<file path="src/rtl/itc_pkg.sv">
package itc_pkg;

  typedef enum logic [2:0] {
    MD_TERM     = 3'd0,
    MD_ONESHOT  = 3'd1,
    MD_RATE     = 3'd2,
    MD_SQUARE   = 3'd3,
    MD_SWSTROBE = 3'd4,
    MD_HWSTROBE = 3'd5
  } itc_mode_e;

  typedef enum logic [1:0] {
    PH_ARMED = 2'd0,
    PH_TERM  = 2'd1,
    PH_PAST  = 2'd2
  } itc_phase_e;

  // codes 6 and 7 fold onto the periodic modes
  function automatic itc_mode_e norm_mode(input logic [2:0] code);
    case (code)
      3'd6:    return MD_RATE;
      3'd7:    return MD_SQUARE;
      default: return itc_mode_e'(code);
    endcase
  endfunction

  function automatic logic is_periodic(input itc_mode_e m);
    return (m == MD_RATE) || (m == MD_SQUARE);
  endfunction

  // modes whose counting stalls while gate is low
  function automatic logic is_gated(input itc_mode_e m);
    return (m == MD_TERM) || (m == MD_RATE) || (m == MD_SQUARE) || (m == MD_SWSTROBE);
  endfunction

  // modes restarted by a rising gate edge
  function automatic logic is_retrig(input itc_mode_e m);
    return (m == MD_ONESHOT) || (m == MD_RATE) || (m == MD_SQUARE) || (m == MD_HWSTROBE);
  endfunction

endpackage

</file>
<file path="src/rtl/itc_gate_ctl.sv">
module itc_gate_ctl
  import itc_pkg::*;
#(
  parameter logic GATE_RST = 1'b1
) (
  input  logic      clk,
  input  logic      rst_n,
  input  logic      gate,
  input  logic      tick_en,
  input  itc_mode_e mode,
  output logic      adv,
  output logic      trig
);
  logic gate_q;

  always_ff @(posedge clk or negedge rst_n) begin
    if (!rst_n) gate_q <= GATE_RST;
    else        gate_q <= gate;
  end

  always_comb begin
    trig = gate && !gate_q && is_retrig(mode);
    adv  = tick_en && (gate || !is_gated(mode));
  end
endmodule

</file>
<file path="src/rtl/itc_count_core.sv">
module itc_count_core
  import itc_pkg::*;
#(
  parameter int CNT_W = 16
) (
  input  logic             clk,
  input  logic             rst_n,
  input  logic             cfg_wr,
  input  logic [2:0]       cfg_mode,
  input  logic             load,
  input  logic [CNT_W-1:0] load_val,
  input  logic             adv,
  input  logic             trig,
  output itc_mode_e        mode_o,
  output logic             run_o,
  output itc_phase_e       phase_o,
  output logic [CNT_W-1:0] cnt_o,
  output logic [CNT_W:0]   per_o,
  output logic [CNT_W-1:0] reload_o
);
  localparam logic [CNT_W:0] FULL = {1'b1, {CNT_W{1'b0}}};
  localparam logic [CNT_W-1:0] ONE = {{(CNT_W-1){1'b0}}, 1'b1};

  itc_mode_e        mode_q;
  itc_phase_e       phase_q;
  logic             run_q;
  logic [CNT_W-1:0] cnt_q;
  logic [CNT_W-1:0] reload_q;
  logic [CNT_W:0]   per_q;

  function automatic logic [CNT_W:0] widen(input logic [CNT_W-1:0] v);
    return (v == '0) ? FULL : {1'b0, v};
  endfunction

  always_ff @(posedge clk or negedge rst_n) begin
    if (!rst_n) begin
      mode_q   <= MD_SQUARE;
      phase_q  <= PH_ARMED;
      run_q    <= 1'b1;
      cnt_q    <= '0;
      reload_q <= '0;
      per_q    <= FULL;
    end else if (cfg_wr) begin
      mode_q  <= norm_mode(cfg_mode);
      run_q   <= 1'b0;
      phase_q <= PH_ARMED;
    end else if (load) begin
      reload_q <= load_val;
      if (!run_q || !is_periodic(mode_q)) begin
        cnt_q   <= load_val;
        per_q   <= widen(load_val);
        phase_q <= PH_ARMED;
        run_q   <= 1'b1;
      end
    end else if (run_q && trig) begin
      cnt_q   <= reload_q;
      per_q   <= widen(reload_q);
      phase_q <= PH_ARMED;
    end else if (run_q && adv) begin
      if (is_periodic(mode_q)) begin
        if (cnt_q == ONE) begin
          cnt_q <= reload_q;
          per_q <= widen(reload_q);
        end else begin
          cnt_q <= cnt_q - ONE;
        end
      end else begin
        cnt_q <= cnt_q - ONE;
        case (phase_q)
          PH_ARMED: if (cnt_q == ONE) phase_q <= PH_TERM;
          PH_TERM:  phase_q <= PH_PAST;
          default:  phase_q <= phase_q;
        endcase
      end
    end
  end

  assign mode_o   = mode_q;
  assign run_o    = run_q;
  assign phase_o  = phase_q;
  assign cnt_o    = cnt_q;
  assign per_o    = per_q;
  assign reload_o = reload_q;
endmodule

</file>
<file path="src/rtl/itc_out_decode.sv">
module itc_out_decode
  import itc_pkg::*;
#(
  parameter int CNT_W = 16
) (
  input  itc_mode_e        mode,
  input  logic             run,
  input  itc_phase_e       phase,
  input  logic [CNT_W-1:0] cnt,
  input  logic [CNT_W:0]   per,
  output logic             out
);
  localparam logic [CNT_W:0] FULL = {1'b1, {CNT_W{1'b0}}};
  localparam logic [CNT_W:0] ONE_W = {{CNT_W{1'b0}}, 1'b1};

  logic [CNT_W:0] cnt_w;

  always_comb begin
    cnt_w = (cnt == '0) ? FULL : {1'b0, cnt};
    if (!run) begin
      out = (mode != MD_TERM);
    end else begin
      case (mode)
        MD_TERM, MD_ONESHOT:       out = (phase != PH_ARMED);
        MD_RATE:                   out = (cnt_w != ONE_W);
        MD_SQUARE:                 out = (cnt_w > (per >> 1));
        MD_SWSTROBE, MD_HWSTROBE:  out = (phase != PH_TERM);
        default:                   out = 1'b1;
      endcase
    end
  end
endmodule

</file>
<file path="src/rtl/interval_timer_chan.sv">
module interval_timer_chan
  import itc_pkg::*;
#(
  parameter int   CNT_W    = 16,
  parameter logic GATE_RST = 1'b1
) (
  input  logic             clk,
  input  logic             rst_n,
  input  logic             tick_en,
  input  logic             gate,
  input  logic             cfg_wr,
  input  logic [2:0]       cfg_mode,
  input  logic             load,
  input  logic [CNT_W-1:0] load_val,
  output logic             tmr_out,
  output logic [CNT_W-1:0] cur_count
);
  localparam logic [CNT_W-1:0] ONE = {{(CNT_W-1){1'b0}}, 1'b1};

  itc_mode_e        mode_w;
  itc_phase_e       phase_w;
  logic             run_w;
  logic             adv_w;
  logic             trig_w;
  logic [CNT_W:0]   per_w;
  logic [CNT_W-1:0] reload_w;

  itc_gate_ctl #(.GATE_RST(GATE_RST)) u_gate (
    .clk     (clk),
    .rst_n   (rst_n),
    .gate    (gate),
    .tick_en (tick_en),
    .mode    (mode_w),
    .adv     (adv_w),
    .trig    (trig_w)
  );

  itc_count_core #(.CNT_W(CNT_W)) u_core (
    .clk      (clk),
    .rst_n    (rst_n),
    .cfg_wr   (cfg_wr),
    .cfg_mode (cfg_mode),
    .load     (load),
    .load_val (load_val),
    .adv      (adv_w),
    .trig     (trig_w),
    .mode_o   (mode_w),
    .run_o    (run_w),
    .phase_o  (phase_w),
    .cnt_o    (cur_count),
    .per_o    (per_w),
    .reload_o (reload_w)
  );

  itc_out_decode #(.CNT_W(CNT_W)) u_dec (
    .mode  (mode_w),
    .run   (run_w),
    .phase (phase_w),
    .cnt   (cur_count),
    .per   (per_w),
    .out   (tmr_out)
  );

  AST_CFG_FREEZE: assert property (@(posedge clk) disable iff (!rst_n)
    cfg_wr |=> $stable(cur_count));
  AST_IDLE_HOLD: assert property (@(posedge clk) disable iff (!rst_n)
    (!run_w && !load && !cfg_wr) |=> $stable(cur_count));
  AST_TERM_STAYS_HIGH: assert property (@(posedge clk) disable iff (!rst_n)
    (mode_w == MD_TERM && run_w && tmr_out && !load && !cfg_wr) |=> tmr_out);
  AST_LOAD_DROPS_OUT: assert property (@(posedge clk) disable iff (!rst_n)
    (mode_w == MD_TERM && load && !cfg_wr) |=> !tmr_out);
  AST_RATE_ONE_TICK: assert property (@(posedge clk) disable iff (!rst_n)
    (mode_w == MD_RATE && run_w && !tmr_out && adv_w && !load && !cfg_wr && reload_w != ONE)
    |=> tmr_out);
  AST_GATE_PAUSE: assert property (@(posedge clk) disable iff (!rst_n)
    (run_w && is_gated(mode_w) && !gate && !load && !cfg_wr) |=> $stable(cur_count));
endmodule

</file>
<file path="config.mk">
export PLATFORM = sky130hd
export DESIGN_NAME = interval_timer_chan
export DESIGN_NICKNAME = d
export VERILOG_FILES = /design/src/rtl/itc_pkg.sv /design/src/rtl/itc_gate_ctl.sv /design/src/rtl/itc_count_core.sv /design/src/rtl/itc_out_decode.sv /design/src/rtl/interval_timer_chan.sv
export SDC_FILE = /design/constraint.sdc
export NUM_CORES = 1
export LEC_CHECK = 0
export ABC_AREA = 0
export BUFFER_PORTS_ARGS = -buffer_cell sky130_fd_sc_hd__buf_2
export CORE_MARGIN = 1.5
export CORE_UTILIZATION = 50
export DETAILED_ROUTE_END_ITERATION = 12
export PLACE_DENSITY = 0.7
export SYNTH_ARGS = -nofsm -noshare
export SYNTH_HDL_FRONTEND = slang
export SYNTH_SLANG_ARGS = --single-unit
</file>
<file path="constraint.sdc">
create_clock -name clk -period 4.04 [get_ports clk]
set_input_delay 0.808 -clock clk [delete_from_list [all_inputs] [get_ports clk]]
set_output_delay 0.808 -clock clk [all_outputs]
set_load 0.01 [all_outputs]
</file>
# Yosys cells after proc, flatten, opt, wreduce, memory -nomap -nowiden
# Index checks and enable logic that the tools add are counted.
# totals
regBits	56
latch_bits	0
mem_bits_rw	0
romBits	0
in_bits	25
elab_cells	93
memories	0
# classes
add_sub_neg	1
multipliers	0
div	0
order_cmp	1
eq_ne	15
shift	0
muxes	29
n_bitwise	1
n_reduce_logical	39
# op_table
cell	count
2-to-1 mux 17 bit	9
2-to-1 mux 16 bit	6
zero test 16 bit	3
greater-than comparator 17 x 16 -> 1 bit	1
inequality test 17 x 1 -> 1 bit, second input constant	1
equality test 16 x 1 -> 1 bit, second input constant	1
subtractor 16 x 1 -> 16 bit, second input constant	1
2-to-1 mux 2 bit	7
equality test 3 bit, second input constant	4
nonzero test 3 bit	4
AND reduction 5 bit	2
logical OR 1 bit	9
equality test 3 x 2 -> 1 bit, second input constant	2
case mux 3 bit (2 select lines)	1
nonzero test 2 bit	3
logical AND 1 bit	5
inequality test 5 x 3 -> 1 bit, second input constant	1
nonzero test 5 bit	1
zero test 1 bit	4
2-to-1 mux 1 bit	4
inequality test 2 x 1 -> 1 bit, second input constant	2
inequality test 4 x 3 -> 1 bit, second input constant	1
case mux 1 bit (4 select lines)	1
case mux 2 bit (2 select lines)	1
10 further kinds	12

# Depth between registers and ports, before layout
# Gate-level depths: netlist of run 1.
# logic_depth
depth_word	12
ltp_mapped	12

# By module
# A second synthesis of run 1 with hierarchy kept.
# unflattened
hier_cells	392
area_unflattened_um2	3637.2
# by_module_without_submodules
mod	instances	cells_per_inst	area_each_um2
itc_count_core	1	290	2949.1
itc_out_decode	1	95	620.6
itc_gate_ctl	1	7	67.6

# Worst setup path after synthesis of run 1
# OpenSTA, ideal clock, no wires.
# synth_path
path_type	flip-flop to output port
from	reg u_core.cnt_q[6], in the netlist u_core.cnt_o[6]
to	out tmr_out
arrival_time_ps	2506
path_slack_ps	726
path_stages_with_launch	12
n_path_buf	0
path_cell_list	dfrtp_1 -> nor4_4 -> nor4b_4 -> and2_1 -> a21oi_1 -> ha_1 -> nand4_1 -> o22ai_1 -> a211oi_1 -> o21ai_0 -> a21oi_1 -> o221ai_1
# synth_via
elab_chain_len	5
elab_cells_between_ends	6
cone_classes	1 x order compare; 1 x eq/ne; 3 x mux; 1 x reduce/logical
# synth_rtl
item	line_no	source
from (decl)	itc_count_core.sv:27	logic [CNT_W-1:0] cnt_q;
from (signal assigned)	itc_count_core.sv:50	cnt_q <= load_val;
from (signal assigned)	itc_count_core.sv:56	cnt_q <= reload_q;
from (signal assigned)	itc_count_core.sv:62	cnt_q <= reload_q;
zero test 16 bit	itc_out_decode.sv:19	cnt_w = (cnt == '0) ? FULL : {1'b0, cnt};
2-to-1 mux 17 bit (*)	itc_out_decode.sv:19	
greater-than comparator 17 x 16 -> 1 bit / inequality test 17 x 1 -> 1 bit (equally long branches)	itc_out_decode.sv:26, itc_out_decode.sv:25	
case mux 1 bit (4 select lines) (*)	itc_out_decode.sv:23	case (mode)
2-to-1 mux 1 bit (*)	itc_out_decode.sv:20	if (!run) begin
to (decl)	interval_timer_chan.sv:15	output logic tmr_out,
# Mark *: on every way between the ends. The rest lies on a longest branch, timed or not.

# Worst setup path after layout of run 1
# layout_path
from	reg u_core.cnt_q[4], in the netlist u_core.cnt_o[4]
to	out tmr_out
# Same word-level chain as after synthesis.

==> results of run 1 <==
## repair_timing
item / 4_1_cts / 5_1_grt
gates resized for setup: 0 / 1
setup buffers: 0 / 2
hold endpoints to repair: 0 / 0
endpoints found under the setup margin: 0 / 1
## cells by family (layout without fill, tap and decap cells)
| group | Yosys count | in the layout |
|---|---|---|
| xor gates and xnor gates | 8 | 8 |
| muxes | 23 | 23 |
| and+or+nand+nor | 135 | 135 |
| adders and majority gates | 19 | 19 |
| DFF | 55 | 55 |
| buffers and inverters | 55 | 80 |
| AOI/OAI and AO/OA | 94 | 94 |
## state kept, by name (all words and copies together), names as in the netlist
signal / cells
u_core.run_o: 1
u_core.phase_o: 2
u_core.per_o: 16
u_gate.gate_q: 1
u_core.reload_o: 16
u_core.mode_o: 3
u_core.cnt_o: 16
## synth_stat cells, types with 7 or more instances
master,n,area share (%)
dfrtp_1,50,36
nor2_1,39,4.2
nand2_1,37,4.0
clkbuf_1,24,2.6
inv_1,21,2.3
a31oi_1,19,3.4
ha_1,19,6.8
a21oi_1,18,2.6
mux2_2,18,5.8
o21ai_0,15,2.2
nor4_1,12,2.2
nand3_1,9,1.3
nor3_1,8,1.1
buf_2,7,1.0
## stage by stage
step / setup WS (ns) / hold WS, ns / cell area [µm²] / power (µW)
CTS: 0.005637 / 0.5217 / 3790 / 1692
floorplan: 0.7263 / 0.4783 / 3485 / 1186
global placement: 0.4889 / 0.4995 / 3699 / 1350
detailed placement: 0.3913 / 0.5047 / 3699 / 1362
finish: 0.1900 / 0.5007 / 3811 / 1693
global route: -0.004584 / 0.5487 / 3811 / 1815
## final cells by class
type / count / share of cell area (%)
clock buffer: 5 / 1.806
clock inverter: 3 / 0.5909
inverter: 21 / 2.068
multi-input combinational: 279 / 49.28
sequential: 55 / 36.28
tap: 80 / 2.626
timing repair buffer: 51 / 7.354
## worst max-delay path: cells and delay by family (launching register included)
family | cells | cell delay [ns]
flip-flops | 1 | 0.50
AO/OA/AOI/OAI | 6 | 0.79
AND/OR/NAND/NOR | 4 | 1.00
buffers and inverters | 1 | 0.16
adder cells (fa/ha/maj) | 1 | 0.28
## per-layer routing
metal,part of all wire [%],global-route usage [%],vias up
li1,-,-,1446
met1,48,36.85,1431
met2,45,38.57,110
met3,6.5,4.762,9
met4,1.1,6.012,0
met5,0,0,-
## power by group
part / switching, µW / internal, µW / leakage (µW) / total (µW)
Sequential: 144 / 658 / 0.000636 / 802
Clock: 203 / 126 / 0.0000489 / 330
Combinational: 303 / 258 / 0.00103 / 561
Total: 650 / 1040 / 0.00172 / 1690
## worst paths after layout
path / endpoint / startpoint / cells after the start / slack [ns]
worst max register to register: u_core.per_o[4] / u_core.mode_o[1] / 8 / 1.13
worst min register to register: u_core.per_o[16] / u_core.per_o[16] / 2 / 0.52
worst max-delay path: tmr_out / u_core.cnt_o[4] / 12 / 0.19
max in group asynchronous: u_core.run_o / rst_n / 2 / 2.68
worst min-delay path: u_core.mode_o[2] / rst_n / 1 / 0.50
min in group clk: u_core.per_o[16] / u_core.per_o[16] / 2 / 0.52
==> key figures, run 1 <==
Global route
  • Pin count of the biggest net entering global routing: 30
  • Total global-route track usage: 25.13%
  • Initial antenna violation count: 0
  • First-pass GRT wire length: around 15000 µm
  • Grt ovf: 0
  • Vias in the first global route: 2808

Yosys
  • Number of synthesized flops with an enable pin: 0
  • Post-synthesis mux area share: 7.253%
  • Synthesized area: about 0.0035 mm²
  • Post-Synth Simple-Gate Area: 19.28%
  • Library cells used by synthesis: 54
  • Seq/Total Area, Yosys: 39.68%
  • Synth Area in XOR/XNOR: 2.011%
  • Mean Syn Cell Area: 8.958 µm²
  • Adder-cell share of the synthesized area: approximately 7%
  • YS warnings: 0
  • Synth Instances: 389
  • Syn Nets: 433
  • FFs w/ async S/R, synth: 100.0%
  • Compound-Gate Fraction of Synth Area: 18.35%
  • Synthesis-stage register bit count: 55
  • Most used DFF post-synth: dfrtp_1
  • Main combinational cell family by area after synthesis: simple AND/OR/NAND/NOR gates

Pwr
  • Pwr per Cell Area: 444.1 mW/mm²
  • Maximum VDD drop: 0.2180 mV
  • Leak: about 0.0017 µW

STA
  • Worst-Margin Slew: 1.014 ns
  • Final setup TNS: 0 ns
  • Final hold viol count: 0
  • Fin crit share: 95.30%
  • Slew headroom: 32.19%
  • Clock Skew: 0.006869 ns
  • Post-layout min period: about 3.9 ns
  • Setup violators final: 0
  • Peak Freq: 0.2597 GHz
  • Final Slew Violations: 0

Clock tree
  • Root Buffer: clkbuf_8
  • H-tree levels: 2
  • CTS sink cnt: 55
  • Worst-path clk slew: 0.11 ns
  • Skew-Pair Late Insertion Delay: 0.32 ns
  • CTS tree: done
  • CTS Buffer Depth: 2
  • TritonCTS buffer count: 5
  • Cts hold-fix bufs: 0

Routing
  • Vias: about 3000
  • Antenna Violating Nets Remaining: 0
  • DRT iter0 DRCs: 269
  • DRC viols: 0
  • Detailed Routing Iterations Pass 1: 5
  • Post-Route WL: 8795 µm
  • Wire length per cell: around 18 µm
  • Vias per cell: 6.065

Die
  • Die Height: 86.48 µm
  • Core area: approximately 0.0068 mm²
  • Initial Utilization: about half
  • Row count: 30
  • Die width: 86.48 µm
  • DIE AREA: 0.007479 mm²
  • # IOs: 42

Layout
  • Proportion of layout cells with a drive suffix above 1: 21.98%
  • Layout Nets: 457
  • Most frequent cells in the layout: dfrtp_1, buf_2, nor2_1
  • Reg area: 0.001383 mm²
  • Fillers: 614
  • Multi-input gate area: 0.001878 mm²
  • Commonest non-fill, non-tap cell in the layout: dfrtp_1
  • Fin cells: 494
  • Inserted Diodes: 0
  • P&R area growth vs syn: 9.372%
  • Final core occ: 56.41%

Placed design
  • Final HPWL from detailed placement: approximately 6500 µm
  • Number of port buffers: 41
  • GP Congestion: 0.9377
  • Post-Place Cells: 484

Outcome
  • Outcome: finished, final reports clean

Critical path
  • CP endpoint kind: primary output
  • Crit path kind: reg -> out
  • Worst Path Required: 3.23 ns
  • Worst-path cell chain: nor4_4 -> nor4b_4 -> and2_1 -> a21oi_1 -> ha_1 -> nand4_1 -> o22ai_1 -> a211oi_1 -> o21ai_0 -> a21oi_1 -> o221ai_1 -> buf_2
  • CP most frequent cell: a21oi_1
  • Worst Path Arrival: between 3 and 4 ns
  • Worst path slowest cell: dfrtp_1
  • Crit path launch type: flip-flop
  • Crit Path Max Fanout: 8
  • Worst path max stage delay: roughly 0.50 ns

Flow run
  • Maxcap violations: 0

Worst hold path
  • Worst hold path class: in -> async
Power figures use the tool's default switching activity.
==> run 2, diff against run 1 <==
--- a/config.mk
+++ b/config.mk
@@ -7,6 +7,7 @@
 export LEC_CHECK = 0
 export ABC_AREA = 0
 export BUFFER_PORTS_ARGS = -buffer_cell sky130_fd_sc_hd__buf_2
+export CORE_ASPECT_RATIO = 0.8
 export CORE_MARGIN = 1.5
 export CORE_UTILIZATION = 50
 export DETAILED_ROUTE_END_ITERATION = 12
==> key figures, run 2 (synthesis results as in run 1) <==
Pwr
  • Pwr per Cell Area: 454.8 mW/mm² (was 444.1 mW/mm²)
  • Design Power: 1760 µW (was 1693 µW)
  • Leak: 0.001740 µW (was 0.001716 µW)
  • Maximum VDD drop: 0.2072 mV (was 0.2180 mV)

Critical path
  • Worst path max stage delay: 0.48 ns (was 0.50 ns)
  • Worst path slowest cell: dfrtp_2 (was dfrtp_1)
  • Crit path launch type: flip-flop (unchanged)
  • Worst Path Arrival: 3.00 ns (was 3.04 ns)
  • Crit path kind: reg -> out (unchanged)
  • Crit Path Max Fanout: 8 (unchanged)
  • Worst-path cell chain: nor4_4 -> nor4b_4 -> and2_2 -> a21oi_1 -> ha_1 -> nand4_1 -> o22ai_1 -> a211oi_1 -> o21ai_0 -> a21oi_1 -> o221ai_1 -> buf_2 (was nor4_4 -> nor4b_4 -> and2_1 -> a21oi_1 -> ha_1 -> nand4_1 -> o22ai_1 -> a211oi_1 -> o21ai_0 -> a21oi_1 -> o221ai_1 -> buf_2)
  • Worst Path Required: 3.23 ns (about the same)
  • CP Buf/Inv Count: 1 (unchanged)
  • CP most frequent cell: a21oi_1 (unchanged)
  • CP endpoint kind: primary output (unchanged)
  • Delay-heaviest family, CP: simple AND/OR/NAND/NOR gates (unchanged)

STA
  • Worst-Margin Slew: 0.8431 ns (was 1.014 ns)
  • Post-layout min period: 3.807 ns (was 3.850 ns)
  • Fin crit share: 94.23% (was 95.30%)
  • Final hold viol count: 0 (unchanged)
  • Setup violators final: 0 (unchanged)
  • Clock Skew: 0.007345 ns (was 0.006869 ns)
  • Final Slew Violations: 0 (unchanged)
  • RSZ-0062 raised after global routing: no
  • Slew headroom: 43.80% (was 32.19%)
  • Final setup TNS: 0 ns (unchanged)
  • Peak Freq: 0.2627 GHz (was 0.2597 GHz)

Global route
  • M3 GR Usage: 4.608% (was 4.762%)
  • Grt ovf: 0 (unchanged)
  • M1 GR Usage: 41.92% (was 36.85%)
  • Met2 Track Usage GR: 35.77% (was 38.57%)
  • First-pass GRT wire length: 14650 µm (was 14580 µm)
  • Vias in the first global route: 2801 (was 2808)
  • GR peak layer: met1 (was met2)
  • Initial antenna violation count: 0 (unchanged)
  • Total global-route track usage: 25.82% (was 25.13%)
  • Pin count of the biggest net entering global routing: 38 (was 30)

Layout
  • Fillers: 675 (was 614)
  • Proportion of layout cells with a drive suffix above 1: 23.02% (was 21.98%)
  • Inserted Diodes: 0 (unchanged)
  • Most frequent cells in the layout: dfrtp_1, buf_2, nor2_1 (unchanged)
  • Commonest non-fill, non-tap cell in the layout: dfrtp_1 (unchanged)
  • Layout Nets: 460 (was 457)
  • P&R area growth vs syn: 11.06% (was 9.372%)
  • Fin cells: 504 (was 494)

Placed design
  • Final HPWL from detailed placement: 6859 µm (was 6501 µm)
  • Post-Place Cells: 494 (was 484)
  • Number of port buffers: 41 (unchanged)
  • GP Congestion: 0.8943 (was 0.9377)

Die
  • Row count: 27 (was 30)
  • Die width: 96.34 µm (was 86.48 µm)
  • Initial Utilization: 51.06% (was 51.57%)
  • # IOs: 42 (unchanged)
  • DIE AREA: 0.007482 mm² (was 0.007479 mm²)
  • Core area: 0.006824 mm² (was 0.006756 mm²)
  • Die Height: 77.67 µm (was 86.48 µm)

Clock tree
  • TritonCTS buffer count: 5 (unchanged)
  • CTS Buffer Depth: 2 (unchanged)
  • Root Buffer: clkbuf_8 (unchanged)
  • CTS sink cnt: 55 (unchanged)
  • Cts hold-fix bufs: 0 (unchanged)
  • CTS tree: done (unchanged)
  • Skew-Pair Late Insertion Delay: 0.32 ns (about the same)
  • Worst-path clk slew: 0.10 ns (was 0.11 ns)
  • H-tree levels: 2 (unchanged)

Routing
  • Wire length per cell: 17.98 µm (was 17.80 µm)
  • DRC viols: 0 (unchanged)
  • Post-Route WL: 9064 µm (was 8795 µm)
  • Antenna Violating Nets Remaining: 0 (unchanged)
  • Detailed Routing Iterations Pass 1: 5 (unchanged)
  • Vias: 3053 (was 2996)
  • Vias per cell: 6.058 (was 6.065)
  • DRT iter0 DRCs: 198 (was 269)

Flow run
  • Maxcap violations: 0 (unchanged)

Outcome
  • Outcome: finished, final reports clean (unchanged)

Worst hold path
  • Worst hold path class: reg -> reg (was in -> async)
-- run 2: routing by layer --
layer,routed length [µm],up-vias
li1,-,1453
met1,4563,1487
met2,3812,106
met3,630,7
met4,57,0
met5,0,-
-- run 2: stage by stage --
stage          cell area [µm²]  utilization, %  setup slack (ns)  hold slack [ns]
2_1_floorplan             3485               -            0.7263           0.4783
3_3_place_gp              3730           54.66            0.4847           0.5067
3_5_place_dp              3730           54.66            0.3792           0.5179
4_1_cts                   3846           56.36          0.009273           0.5387
5_1_grt                   3870           56.71           0.02220           0.5622
6_report                  3870           56.71            0.2332           0.5325
-- run 2: path summary, 6_finish.rpt --
kind | cells past startpoint | slack, ns | startpoint | to
setup / recovery | 12 | 0.23 | u_core.cnt_o[4] | tmr_out
hold / removal | 2 | 0.53 | u_core.per_o[16] | u_core.per_o[16]
hold reg to reg | 2 | 0.53 | u_core.per_o[16] | u_core.per_o[16]
max in group asynchronous | 2 | 2.63 | rst_n | u_gate.gate_q
min in group asynchronous | 1 | 0.59 | rst_n | u_core.reload_o[15]
setup reg to reg | 8 | 1.21 | u_core.mode_o[1] | u_core.per_o[2]
-- run 2: tightest hold or removal path: cells and delay by family, from the launching register on --
kind,cells,cell delay (ns)
AO/OA/AOI/OAI,1,0.09
buffers and inverters,1,0.07
flip-flops,1,0.37
-- run 2: final cells by class --
class / count / area (µm²) / share of cell area, %
clock inverter: 3 / 47.55 / 1.229
clock buffer: 5 / 68.82 / 1.778
tap: 87 / 108.9 / 2.813
inverter: 21 / 78.83 / 2.037
sequential: 55 / 1384 / 35.76
multi-input combinational: 279 / 1879 / 48.56
timing repair buffer: 54 / 302.8 / 7.824
-- run 2: power by group --
part           switching, µW  internal (µW)
clock                    194            188
sequential               150            659
combinational            307            262
total                    651           1110
-- run 2: what timing repair did --
item,4_1_cts,5_1_grt
gates resized for setup,0,3
setup endpoints to repair,0,1
buffers inserted,0,2
